<file path="config.mk">
export PLATFORM = sky130hd
export DESIGN_NAME = coh_line_ctrl
export DESIGN_NICKNAME = d
export VERILOG_FILES = /design/src/rtl/coh_pkg.sv /design/src/rtl/coh_tag_array.sv /design/src/rtl/coh_fsm.sv /design/src/rtl/coh_line_ctrl.sv
export SDC_FILE = /design/constraint.sdc
export NUM_CORES = 1
export LEC_CHECK = 0
export ABC_AREA = 1
export BUFFER_PORTS_ARGS = -buffer_cell sky130_fd_sc_hd__buf_4
export CAP_MARGIN = 20
export CELL_PAD_IN_SITES_DETAIL_PLACEMENT = 1
export CELL_PAD_IN_SITES_GLOBAL_PLACEMENT = 2
export CORE_UTILIZATION = 30
export DETAILED_ROUTE_END_ITERATION = 8
export GPL_TIMING_DRIVEN = 0
export HOLD_SLACK_MARGIN = 0.05
export PLACE_DENSITY = 0.83
export SLEW_MARGIN = 10
export SYNTH_ARGS = -nofsm -noshare
export SYNTH_HDL_FRONTEND = slang
export SYNTH_SLANG_ARGS = --single-unit
</file>
<file path="constraint.sdc">
create_clock -name clk -period 2.5 [get_ports clk]
set_clock_uncertainty 0.15 [all_clocks]
set_input_delay 0.5 -clock clk [delete_from_list [all_inputs] [get_ports clk]]
set_output_delay 0.5 -clock clk [all_outputs]
set_load 0.05 [all_outputs]
</file>
<file path="src/rtl/coh_pkg.sv">
package coh_pkg;

  typedef enum logic [2:0] {
    ST_INV    = 3'd0,
    ST_CLN_EX = 3'd1,
    ST_OWN_EX = 3'd2,
    ST_CLN_SH = 3'd3,
    ST_OWN_SH = 3'd4
  } line_st_t;

  typedef enum logic [1:0] {
    CPU_RD    = 2'd0,
    CPU_WR    = 2'd1,
    CPU_EVICT = 2'd2,
    CPU_IDLE  = 2'd3
  } cpu_op_t;

  typedef enum logic [2:0] {
    BUS_RD     = 3'd0,
    BUS_RDINV  = 3'd1,
    BUS_INV    = 3'd2,
    BUS_WB     = 3'd3,
    BUS_DMAINV = 3'd4
  } bus_op_t;

  function automatic logic st_owned(line_st_t s);
    return (s == ST_OWN_EX) || (s == ST_OWN_SH);
  endfunction

endpackage

</file>
<file path="src/rtl/coh_tag_array.sv">
module coh_tag_array
  import coh_pkg::*;
#(
  parameter int SETS  = 8,
  parameter int TAG_W = 5,
  localparam int IDX_W = $clog2(SETS)
) (
  input  logic             clk,
  input  logic             rst_n,
  input  logic [IDX_W-1:0] a_idx,
  output logic [TAG_W-1:0] a_tag,
  output line_st_t         a_st,
  input  logic [IDX_W-1:0] b_idx,
  output logic [TAG_W-1:0] b_tag,
  output line_st_t         b_st,
  input  logic             wr_en,
  input  logic [IDX_W-1:0] wr_idx,
  input  logic [TAG_W-1:0] wr_tag,
  input  line_st_t         wr_st
);

  logic [TAG_W-1:0] tag_q [SETS];
  line_st_t         st_q  [SETS];

  always_ff @(posedge clk or negedge rst_n) begin
    if (!rst_n) begin
      for (int s = 0; s < SETS; s++) begin
        st_q[s]  <= ST_INV;
        tag_q[s] <= '0;
      end
    end else if (wr_en) begin
      st_q[wr_idx]  <= wr_st;
      tag_q[wr_idx] <= wr_tag;
    end
  end

  assign a_tag = tag_q[a_idx];
  assign a_st  = st_q[a_idx];
  assign b_tag = tag_q[b_idx];
  assign b_st  = st_q[b_idx];

endmodule

</file>
<file path="src/rtl/coh_fsm.sv">
module coh_fsm
  import coh_pkg::*;
(
  input  logic     snoop_go,
  input  logic     cpu_go,
  input  logic     hit,
  input  line_st_t cur_st,
  input  cpu_op_t  cpu_op,
  input  logic [2:0] snp_op,
  input  logic     shared_in,
  output logic     bus_valid,
  output bus_op_t  bus_op,
  output logic     intervene,
  output logic     upd,
  output line_st_t nxt_st
);

  always_comb begin
    bus_valid = 1'b0;
    bus_op    = BUS_RD;
    intervene = 1'b0;
    upd       = 1'b0;
    nxt_st    = cur_st;
    if (snoop_go) begin
      if (hit) begin
        case (snp_op)
          3'd0: begin
            intervene = st_owned(cur_st);
            upd       = 1'b1;
            if (cur_st == ST_CLN_EX) nxt_st = ST_CLN_SH;
            if (cur_st == ST_OWN_EX) nxt_st = ST_OWN_SH;
          end
          3'd1: begin
            intervene = st_owned(cur_st);
            upd       = 1'b1;
            nxt_st    = ST_INV;
          end
          3'd2, 3'd4: begin
            upd    = 1'b1;
            nxt_st = ST_INV;
          end
          default: ;
        endcase
      end
    end else if (cpu_go) begin
      case (cpu_op)
        CPU_RD: if (!hit) begin
          bus_valid = 1'b1;
          bus_op    = BUS_RD;
          upd       = 1'b1;
          nxt_st    = shared_in ? ST_CLN_SH : ST_CLN_EX;
        end
        CPU_WR: begin
          upd    = 1'b1;
          nxt_st = ST_OWN_EX;
          if (!hit) begin
            bus_valid = 1'b1;
            bus_op    = BUS_RDINV;
          end else if (cur_st == ST_CLN_SH || cur_st == ST_OWN_SH) begin
            bus_valid = 1'b1;
            bus_op    = BUS_INV;
          end
        end
        CPU_EVICT: if (hit) begin
          upd    = 1'b1;
          nxt_st = ST_INV;
          if (st_owned(cur_st)) begin
            bus_valid = 1'b1;
            bus_op    = BUS_WB;
          end
        end
        default: ;
      endcase
    end
  end

endmodule

</file>
<file path="src/rtl/coh_line_ctrl.sv">
module coh_line_ctrl
  import coh_pkg::*;
#(
  parameter int ADDR_W = 8,
  parameter int SETS   = 8,
  localparam int IDX_W = $clog2(SETS),
  localparam int TAG_W = ADDR_W - IDX_W
) (
  input  logic              clk,
  input  logic              rst_n,
  input  logic              cpu_valid,
  input  logic [1:0]        cpu_op,
  input  logic [ADDR_W-1:0] cpu_addr,
  input  logic              snp_valid,
  input  logic [2:0]        snp_op,
  input  logic [ADDR_W-1:0] snp_addr,
  input  logic              other_cached,
  output logic              bus_valid,
  output logic [2:0]        bus_op,
  output logic              intervene,
  output logic [2:0]        cpu_state
);

  logic [IDX_W-1:0] c_idx, s_idx;
  logic [TAG_W-1:0] c_tag, s_tag, c_tag_q, s_tag_q;
  line_st_t         c_st, s_st, nxt_st, lk_st;
  logic             c_hit, s_hit, cpu_go, upd, lk_hit;
  bus_op_t          bus_op_e;

  assign c_idx = cpu_addr[IDX_W-1:0];
  assign c_tag = cpu_addr[ADDR_W-1:IDX_W];
  assign s_idx = snp_addr[IDX_W-1:0];
  assign s_tag = snp_addr[ADDR_W-1:IDX_W];

  coh_tag_array #(.SETS(SETS), .TAG_W(TAG_W)) u_tags (
    .clk    (clk),
    .rst_n  (rst_n),
    .a_idx  (c_idx),
    .a_tag  (c_tag_q),
    .a_st   (c_st),
    .b_idx  (s_idx),
    .b_tag  (s_tag_q),
    .b_st   (s_st),
    .wr_en  (upd),
    .wr_idx (snp_valid ? s_idx : c_idx),
    .wr_tag (snp_valid ? s_tag : c_tag),
    .wr_st  (nxt_st)
  );

  assign c_hit  = (c_st != ST_INV) && (c_tag_q == c_tag);
  assign s_hit  = (s_st != ST_INV) && (s_tag_q == s_tag);
  assign cpu_go = cpu_valid && !snp_valid;
  assign lk_hit = snp_valid ? s_hit : c_hit;
  assign lk_st  = snp_valid ? s_st : c_st;

  coh_fsm u_fsm (
    .snoop_go  (snp_valid),
    .cpu_go    (cpu_go),
    .hit       (lk_hit),
    .cur_st    (lk_st),
    .cpu_op    (cpu_op_t'(cpu_op)),
    .snp_op    (snp_op),
    .shared_in (other_cached),
    .bus_valid (bus_valid),
    .bus_op    (bus_op_e),
    .intervene (intervene),
    .upd       (upd),
    .nxt_st    (nxt_st)
  );

  assign bus_op    = bus_op_e;
  assign cpu_state = c_hit ? c_st : ST_INV;

  // owned-shared is written only over an owned-exclusive or owned-shared line
  a_r7_os_entry: assert property (@(posedge clk) disable iff (!rst_n)
    (upd && nxt_st == ST_OWN_SH) |-> (lk_st == ST_OWN_EX || lk_st == ST_OWN_SH));

  a_r7_intervene_owner: assert property (@(posedge clk) disable iff (!rst_n)
    intervene |-> (snp_valid && s_hit && st_owned(s_st)));

  a_r12_snoop_blocks_cpu: assert property (@(posedge clk) disable iff (!rst_n)
    snp_valid |-> !bus_valid);

  a_r4_inv_from_shared: assert property (@(posedge clk) disable iff (!rst_n)
    (bus_valid && bus_op == BUS_INV) |-> (c_st == ST_CLN_SH || c_st == ST_OWN_SH));

  a_r6_wb_from_owned: assert property (@(posedge clk) disable iff (!rst_n)
    (bus_valid && bus_op == BUS_WB) |-> st_owned(c_st));

  a_r3_write_leaves_owned: assert property (@(posedge clk) disable iff (!rst_n)
    ($past(cpu_go && cpu_op == CPU_WR) && cpu_addr == $past(cpu_addr))
      |-> cpu_state == ST_OWN_EX);

endmodule

</file>
[After elaboration in Yosys (flattened, before gate mapping)]
Index checks and enable logic that the tools add are counted.
W data, S select, Z words.
Operators by class
  muxes and demuxes: 57
  reductions and logical operators: 14
  equal/unequal tests: 11
  bitwise gates (word level): 3
  $lt $le $gt $ge: 4
Operators by type and width (count)
  $mux W3: 19
  $bwmux W40: 1
  $bmux W5 S3: 2
  $mux W5: 6
  $bwmux W24: 1
  $bmux W3 S3: 2
  $mux W1: 16
  $demux W5 S3: 1
  $ge A4 B4 Y1 const B: 3
  $not A3 Y4: 3
  $pmux W3 S2: 2
  $eq A5 B5 Y1: 2
  $demux W3 S3: 1
  $eq A3 B2 Y1 const B: 3
  $pmux W3 S3: 1
  $eq A3 B1 Y1 const B: 2
  $eq A3 B3 Y1 const B: 2
  $mux W2: 3
  $pmux W1 S3: 2
  $reduce_bool A3 Y1: 2
  $logic_and A1 B1 Y1: 4
  $lt A4 B1 Y1 const B: 1
  $reduce_or A4 Y1: 1
  $logic_not A3 Y1: 1
  other kinds (7): 8
Storage, ports and cells
  output and inout port bits: 8
  register bits after elaboration: 64

[Logic depth before layout (Yosys ltp)]
Gate-level depths: netlist of run 1.
  word-level depth: 12
  gate-level depth with buffers: 22

[Hierarchy]
Synthesis of run 1 repeated with hierarchy kept, for this count alone.
Second synthesis, totals
  cells, all modules: 771
  area, all modules: 4631.9 sq um
Modules (own cells, without submodules)
  coh_tag_array: times used 1, area an instance 3802.4 sq um, cells each 589, seq. area each 1601.5 sq um
  coh_fsm: times used 1, area an instance 447.9 sq um, cells each 92, seq. area each 0.0 sq um
  coh_line_ctrl: times used 1, area an instance 381.6 sq um, cells each 90, seq. area each 0.0 sq um

[Worst setup path before layout of run 1]
OpenSTA, ideal clock, no wires.
  kind: input-to-output
  from: in snp_addr[0]
  to: out intervene
  stages: 11
  required time: 1.850 ns
  path buffers: 2
  arrival time: 3.090 ns
  setup slack: -1.240 ns
  path through: buf_6 > buf_6 > a21oi_1 > o21ai_0 > nand3_1 > nand2_1 > o21ai_0 > inv_1 > nand2_1 > nand2_1 > nor4_1
Between the ends
  longest elaborated chain between the ends: 10
RTL lines
  from (decl): line coh_line_ctrl.sv:16  | input logic [ADDR_W-1:0] snp_addr,
  $not A3 Y4 (not written as such) (*): line coh_tag_array.sv:39, coh_tag_array.sv:40
  $bmux W3 S3: line coh_tag_array.sv:40  | assign b_st = st_q[b_idx];
  $mux W3 (not written as such) (2 in series): line coh_tag_array.sv:40
  $mux W3: line coh_line_ctrl.sv:54  | assign lk_st = snp_valid ? s_st : c_st;
  $eq A3 B2 Y1 or $eq A3 B3 Y1 (tied branches): line coh_pkg.sv:27  | return (s == ST_OWN_EX) || (s == ST_OWN_SH);
  $logic_or A1 B1 Y1: line coh_pkg.sv:27
  $mux W1
  $mux W1 (*): line coh_fsm.sv:25  | if (hit) begin
  $mux W1 (*): line coh_fsm.sv:24  | if (snoop_go) begin
  to (decl): line coh_line_ctrl.sv:20  | output logic intervene,
Mark *: on every way between the ends. The rest lies on a longest branch, timed or not. The select of a mux whose other input is x is not followed.

[Final worst setup path of run 1]
  from: in cpu_addr[0]
  to: out bus_valid
Between the ends
  longest elaborated chain between the ends: 12
RTL lines
  from (decl): line coh_line_ctrl.sv:13  | input logic [ADDR_W-1:0] cpu_addr,
  $not A3 Y4 (not written as such) (*): line coh_tag_array.sv:37, coh_tag_array.sv:38
  $bmux W3 S3: line coh_tag_array.sv:38  | assign a_st = st_q[a_idx];
  $mux W3 (not written as such) (2 in series): line coh_tag_array.sv:38
  $mux W3: line coh_line_ctrl.sv:54
  $eq A3 B2 Y1 (tied with other cells): line coh_pkg.sv:27
  $logic_or A1 B1 Y1 (on tied branches): line coh_pkg.sv:27, coh_fsm.sv:59
  $mux W1 (on tied branches): line coh_fsm.sv:67, coh_fsm.sv:59
  $mux W1 (on tied branches): line coh_fsm.sv:64, coh_fsm.sv:56
  $pmux W1 S3 (*): line coh_fsm.sv:46  | case (cpu_op)
  $mux W1 (*): line coh_fsm.sv:45  | end else if (cpu_go) begin
  $mux W1 (*): line coh_fsm.sv:24
  to (decl): line coh_line_ctrl.sv:18  | output logic bus_valid,
Marked as above.

==> flow_summary_export.csv, run 1 <==
group,metric,value,unit
floorplan,core_area,15300,um2
synth,netlist_top_cells_count,"nand2_1 (370), inv_1 (91), nand3_1 (83), dfrtp_1 (64), nor2_1 (36)",
sta,timing.hold.ws,0.120,ns
global_routing,grt_max_degree,65,
setup_path,path_max_fanout,10,
synth,ys_types,29,
floorplan,die-area,16300,um2
place,globalplace.congestion,0.930,
sta,min_period,3.07,ns
clock_tree,clock_sink_count,64,
route,wl_per_cell,18.4,um
setup_path,r2r_cells,19,
route,drt_wl_total,19600,um
place,io_buffers,29,
global_routing,gr-usage-all-layers,25.0,%
synth,synth_cells,763,
clock_tree,clk_pin_slew,0.05,ns
clock_tree,numCtsBuffers,9,
route,drt-pass1-iter-count,4,
setup_path,regToRegStartpoint,"u_tags.st_q[20]",
setup_path,critical_path_class,"input port to output pin",
pwr,power.internal,0.00253,W
setup_path,cp.required,1.85,ns
synth,postSynthAreaPerCell,6.21,um2
route,dr_wl_met2,9710,um
global_routing,antenna_found_initial,0,
synth,synth_seq_area_share,33.8,%
route,drc,0,
pwr,switching_share,36.5,%
synth,yosysTopAreaCell,"dfrtp_1",
layout,drive_gt1_share,28.1,%
layout,final_nets,883,
sta,timing.setup.tns,-28.75,ns
pwr,power,0.00398,W
setup_path,start_kind,"input port",
setup_path,reg2reg_to,"u_tags.tag_q[11]",
route,avgViaCountPerCell,5.00,
floorplan,dieWidth,128,um
status,violations,"setup timing",
sta,setup_ws,-0.574,ns
setup_path,critPathArrivalTime,2.42,ns
pwr,power_density,594,nW/um2
floorplan,io_pins,34,
synth,synthTopCellsByArea,"dfrtp_1 (34%), nand2_1 (29%), nand3_1 (8.8%)",
route,dr_total_vias,5346,
route,ant_nets,0,
floorplan,placementRows,45,
place,dp_hpwl,14200,um
global_routing,grt_pass1_vias,5574,
worst_hold_path,min_path_type,"input port to async pin",
sta,setup_violations,71,
status,status,"finished with violations",
sta,worstMarginPinSlew,0.934,ns
layout,antenna_cells,0,
setup_path,crit_path_end_kind,"output pin",
clock_tree,htree_levels,3,
sta,period_share,123,%
pwr,ir_drop,0.326,mV
sta,fmax,325,MHz
pwr,p_sw,0.00145,W
synth,async_reset_ff_share,100,%
synth,synth_nets,793,
setup_path,rrSetupSlack,-0.36,ns
job,drv_cap,0,
clock_tree,cts_tree,"done",
global_routing,grt_pass1_wl,30700,um
global_routing,grt.overflow.total,0,
synth,synth_top_flop_cell,"dfrtp_1",
synth,netlist_area,4740,um2
sta,slew_violations,0,
floorplan,start_util,30.9,%
synth,yosys_register_bits,64,
sta,grt_setup_unrepaired,"yes",
pwr,leakage,3.54,nW
synth,ys_warn_count,0,
synth,yosysMostFrequentCell,"nand2_1",
route,wirelength_met1,8690,um
clock_tree,clockBufferDepth,2,
clock_tree,root_buffer,"clkbuf_16",
place,place_inst,1003,
pwr,clkPwrFrac,30.0,%
layout,final_cells,1069,
clock_tree,holdBufCountCts,0,
synth,yosysTopAreaCellShare,33.8,%
layout,area.growth.synth_to_final,41.4,%
floorplan,die_h,128,um
sta,hold_viol_final,0,
route,top_layer,"met4",
sta,slew_headroom,37.3,%
pwr,p_comb_share,33.7,%
route,wl_met3,800,um
pwr,seqPwrFrac,36.3,%
synth,synth_edf_count,0,
clock_tree,clock_latency,0.33,ns
route,drt_iter0_markers,293,
how the worst max path moves through the flow:
stage | startpoint | end | slack [ns] | cells after the start
3_3_place_gp | cpu_addr[1] | bus_valid | -1.07 | 15
2_1_floorplan | cpu_addr[0] | bus_valid | -0.34 | 17
5_1_grt | u_tags.st_q[8] | bus_valid | -0.68 | 15
3_5_place_dp | cpu_addr[1] | bus_valid | -1.11 | 15
4_1_cts | snp_addr[0] | bus_valid | -0.55 | 17
6_report | cpu_addr[0] | bus_valid | -0.57 | 15
worst max-delay path, cell delays in order:
cell,delay [ns]
buf_16,0.13
buf_6,0.15
o211ai_1,0.18
nand3_1,0.14
nand2_2,0.16
nor2_4,0.07
a31oi_4,0.29
nand2_2,0.14
nand2_4,0.10
nor2_4,0.05
nand3_4,0.10
nand3_4,0.09
nor2_4,0.11
nor2_4,0.05
buf_8,0.14
per-layer routing:
layer	up-vias	global-route usage [%]
met2	128	43.3
met5	-	0
li1	2545	-
met3	28	3.06
met1	2645	32.4
met4	0	7.68
power by group through the flow:
| stage | sequential [W] | combinational (W) | clock [W] |
|---|---|---|---|
| CTS | 0.00143 | 0.00124 | 0.00122 |
| global placement | 0.00143 | 0.000991 | 0 |
| finish | 0.00144 | 0.00134 | 0.00119 |
| global route | 0.00147 | 0.00148 | 0.00126 |
| detailed placement | 0.00144 | 0.00103 | 0 |
| floorplan | 0.00137 | 0.000720 | 0 |
cell usage in the layout, fill, tap and decap left out, types with 3 or more instances in the layout:
master     instances
nand2_2           25
dfrtp_1           64
nand2_1          339
nand3b_1           3
a21oi_2            6
buf_8              7
buf_4             58
clkbuf_4           3
buf_12             5
ha_1               4
buf_6             22
nor2_1            25
nand3_4            5
a21oi_4           12
inv_1             73
clkbuf_16          9
o211ai_1          15
inv_2             16
nand3_2           19
nand3_1           63
o21ai_0            7
clkbuf_1           4
nor2_4            13
a21oi_1            4
o21ai_1           12
clkinv_2           3
nand2_4           18
area by class of cell:
class	count	area, um2
Sequential cell	64	1600
Inverter	95	378
Fill cell	1943	8620
Timing Repair Buffer	79	751
Clock inverter	4	45.0
Multi-Input combinational cell	580	3140
Buffer	24	279
Tap cell	211	264
Clock buffer	12	236
kinds of logic (layout without fill, tap and decap cells):
family	Yosys count	in the layout	share of synthesized area, %
buffers and inverters	119	214	11.2
other	1	1	0.0792
AOI/OAI and AO/OA	59	59	7.69
and+or+nand+nor	515	515	45.9
adders and majority gates	5	5	1.27
DFF	64	64	33.8
stage by stage:
stage | instance area [um2] | utilization [%] | setup slack (ns)
2_1_floorplan | 4860 | - | -0.339
3_3_place_gp | 5340 | 34.9 | -1.07
3_5_place_dp | 5340 | 34.9 | -1.11
4_1_cts | 6450 | 42.1 | -0.546
5_1_grt | 6700 | 43.7 | -0.681
6_report | 6700 | 43.7 | -0.574
registers in the layout, summed over array words and instances, names as in the netlist:
| signal | count |
|---|---|
| u_tags.tag_q | 40 |
| u_tags.st_q | 24 |
timing repair:
item / 4_1_cts / 5_1_grt
resized for setup: 130 / 48
setup endpoints to repair: 71 / 71
buffers inserted: 30 / 17
pin swaps: 39 / 32
gates cloned: 4 / 0
Power figures use the tool's default switching activity.
==> run 2: changes to the inputs <==
--- a/config.mk
+++ b/config.mk
@@ -20,2 +20,3 @@
 export SYNTH_HDL_FRONTEND = slang
 export SYNTH_SLANG_ARGS = --single-unit
+export TNS_END_PERCENT = 30
--- a/constraint.sdc
+++ b/constraint.sdc
@@ -3,3 +3,3 @@
 set_input_delay 0.5 -clock clk [delete_from_list [all_inputs] [get_ports clk]]
 set_output_delay 0.5 -clock clk [all_outputs]
-set_load 0.05 [all_outputs]
+set_load 0.1 [all_outputs]
==> run 2 against run 1 <==
The run still ends with setup timing left. Worst setup slack got worse by 0.15 ns. Flip-flop and latch count unchanged. Die area unchanged. Count of clock-buffer cells in the layout shrank 2. Maximum frequency fell by 4.6%. Sequential power barely moved. Critical path type unchanged. Largest cell class unchanged. Largest power group is now clock. Highest routed layer unchanged.
==> flow_summary_export.csv, run 2 (same netlist as run 1, synthesis figures left out) <==
group,metric,value,unit
sta,fmax,310,MHz
floorplan,dieWidth,128,um
global_routing,grt_max_degree,65,
floorplan,core_area,15300,um2
layout,reg.largest.list,"u_tags.tag_q (40), u_tags.st_q (24)",
clock_tree,clock_sink_count,64,
sta,slew_violations,0,
clock_tree,htree_levels,3,
route,drt-pass1-iter-count,5,
clock_tree,numCtsBuffers,9,
pwr,p_comb_share,31.5,%
setup_path,crit_slowest_cell,"nor3_4",
setup_path,critPathBufInv,5,
setup_path,crit_path_end_kind,"output pin",
floorplan,die_h,128,um
global_routing,grt_pass1_wl,30600,um
sta,hold_viol_final,0,
sta,grt_setup_unrepaired,"yes",
floorplan,placementRows,45,
global_routing,antenna_found_initial,0,
clock_tree,clock_latency,0.34,ns
pwr,seqPwrFrac,33.2,%
pwr,clkPwrFrac,35.3,%
route,wl_per_cell,19.5,um
pwr,power.internal,0.00275,W
route,drc,0,
setup_path,regToRegStartpoint,"u_tags.st_q[19]",
pwr,ir_drop,0.344,mV
place,dp_hpwl,14100,um
sta,period_share,129,%
layout,final_cells,1060,
setup_path,critical_path.max_stage_delay,0.26,ns
setup_path,critical_path_class,"input port to output pin",
clock_tree,cts_tree,"done",
global_routing,grt.overflow.total,0,
pwr,p_sw,0.00155,W
pwr,power_density,625,nW/um2
sta,setup_violations,71,
layout,fillers,1922,
floorplan,die-area,16300,um2
setup_path,r2r_cells,21,
worst_hold_path,min_path_type,"input port to async pin",
job,drv_cap,0,
route,drt_iter0_markers,298,
route,dr_total_vias,5341,
layout,regMostFlops,"u_tags.tag_q",
layout,antenna_cells,0,
floorplan,start_util,30.9,%
layout,layout_common_cells,"nand2_1 (344), inv_1 (85), dfrtp_1 (64)",
pwr,power,0.00430,W
place,place_inst,1003,
layout,fin_util,45.0,%
status,status,"finished with violations",
sta,min_period,3.22,ns
setup_path,critPathArrivalTime,2.57,ns
setup_path,crit_family,"compound AO/OA/AOI/OAI gates",
floorplan,io_pins,34,
layout,drive_gt1_share,26.7,%
layout,largest_reg_flops,40,
global_routing,gr-usage-all-layers,24.9,%
pwr,switching_share,36.1,%
clock_tree,clockBufferDepth,2,
sta,worstMarginPinSlew,0.918,ns
place,globalplace.congestion,0.919,
layout,final_nets,874,
setup_path,crit_path_cell_trace,"buf_8 -> buf_12 -> buf_8 -> a21oi_1 -> o21ai_0 -> nand3_1 -> nand2_2 -> o21ai_4 -> buf_4 -> a21oi_2 -> nor3_4 -> nand2_2 -> a21oi_4 -> buf_12",
setup_path,reg2reg_to,"u_tags.st_q[7]",
route,avgViaCountPerCell,5.04,
clock_tree,clk_pin_slew,0.06,ns
clock_tree,root_buffer,"clkbuf_16",
pwr,leakage,3.54,nW
sta,setup_ws,-0.722,ns
layout,final_common_cell,"nand2_1",
setup_path,rrSetupSlack,-0.36,ns
status,violations,"setup timing",
route,ant_nets,0,
place,io_buffers,29,
global_routing,grt_pass1_vias,5558,
setup_path,start_kind,"input port",
layout,area.growth.synth_to_final,45.4,%
sta,slew_headroom,38.4,%
setup_path,path_max_fanout,7,
setup_path,cp.required,1.85,ns
route,drt_wl_total,20600,um
## run 2: cell count changes in the layout (fill, tap and decap cells not counted), moves of 4 or more
cell / before / now
buf_6: 22 / 11
nor2_1: 25 / 21
inv_1: 73 / 85
nand2_8: 1 / 6
buf_4: 58 / 49
nor2_2: 0 / 4
clkbuf_1: 4 / 0
nand3_1: 63 / 57
nand3_4: 5 / 9
nand2_2: 25 / 17
nand2_1: 339 / 344
buf_12: 5 / 11
inv_2: 16 / 3
## run 2: how the worst max path moves through the flow
stage,start,end,slack (ns),depth (start not counted)
6_report,snp_addr[0],bus_op[1],-0.72,14
5_1_grt,snp_addr[0],bus_op[1],-0.79,14
3_5_place_dp,cpu_addr[1],bus_valid,-1.25,16
2_1_floorplan,cpu_addr[0],intervene,-0.75,13
3_3_place_gp,cpu_addr[1],bus_valid,-1.19,16
4_1_cts,snp_addr[0],bus_valid,-0.63,17
## run 2: cell type report
class                      instances  area [um2]  share of cell area, %
buffer                            24         264                   3.83
clock buffer                      10         239                   3.47
clock inverter                     6         116                   1.69
inverter                          95         379                   5.51
multi-input combinational        581        3250                   47.2
sequential                        64        1600                   23.3
tap                              211         264                   3.83
timing repair buffer              69         773                   11.2
## run 2: power groups by stage
stage	Sequential, W	Clock (W)	Combinational (W)
CTS	0.00142	0.00152	0.00119
finish	0.00143	0.00152	0.00136
global placement	0.00142	0	0.00100
detailed placement	0.00143	0	0.00104
floorplan	0.00137	0	0.000732
global route	0.00145	0.00157	0.00148
## run 2: routing by layer
metal / vias to the layer above / part of all wire [%] / global-route usage, %
li1: 2524 / - / -
met1: 2657 / 44 / 31.9
met2: 129 / 50 / 43.4
met3: 31 / 3.1 / 2.89
met4: 0 / 2.6 / 8.65
met5: - / 0 / 0
## run 2: through the flow
step           hold slack, ns  TNS [ns]  area [um2]  setup slack, ns
2_1_floorplan          0.0544     -3.91        4860           -0.752
3_3_place_gp            0.312    -67.87        5350            -1.19
3_5_place_dp            0.316    -73.80        5350            -1.25
4_1_cts                 0.170    -22.09        6340           -0.628
5_1_grt                 0.174    -32.83        6890           -0.787
6_report               0.0867    -26.65        6890           -0.722
## run 2: what timing repair did
action                     4_1_cts  5_1_grt
hold buffers                     0        0
setup endpoints to repair       71       71
gates resized for setup         91       90
setup buffers                   23       12
gates cloned                     2        4
pin swaps                       22       42
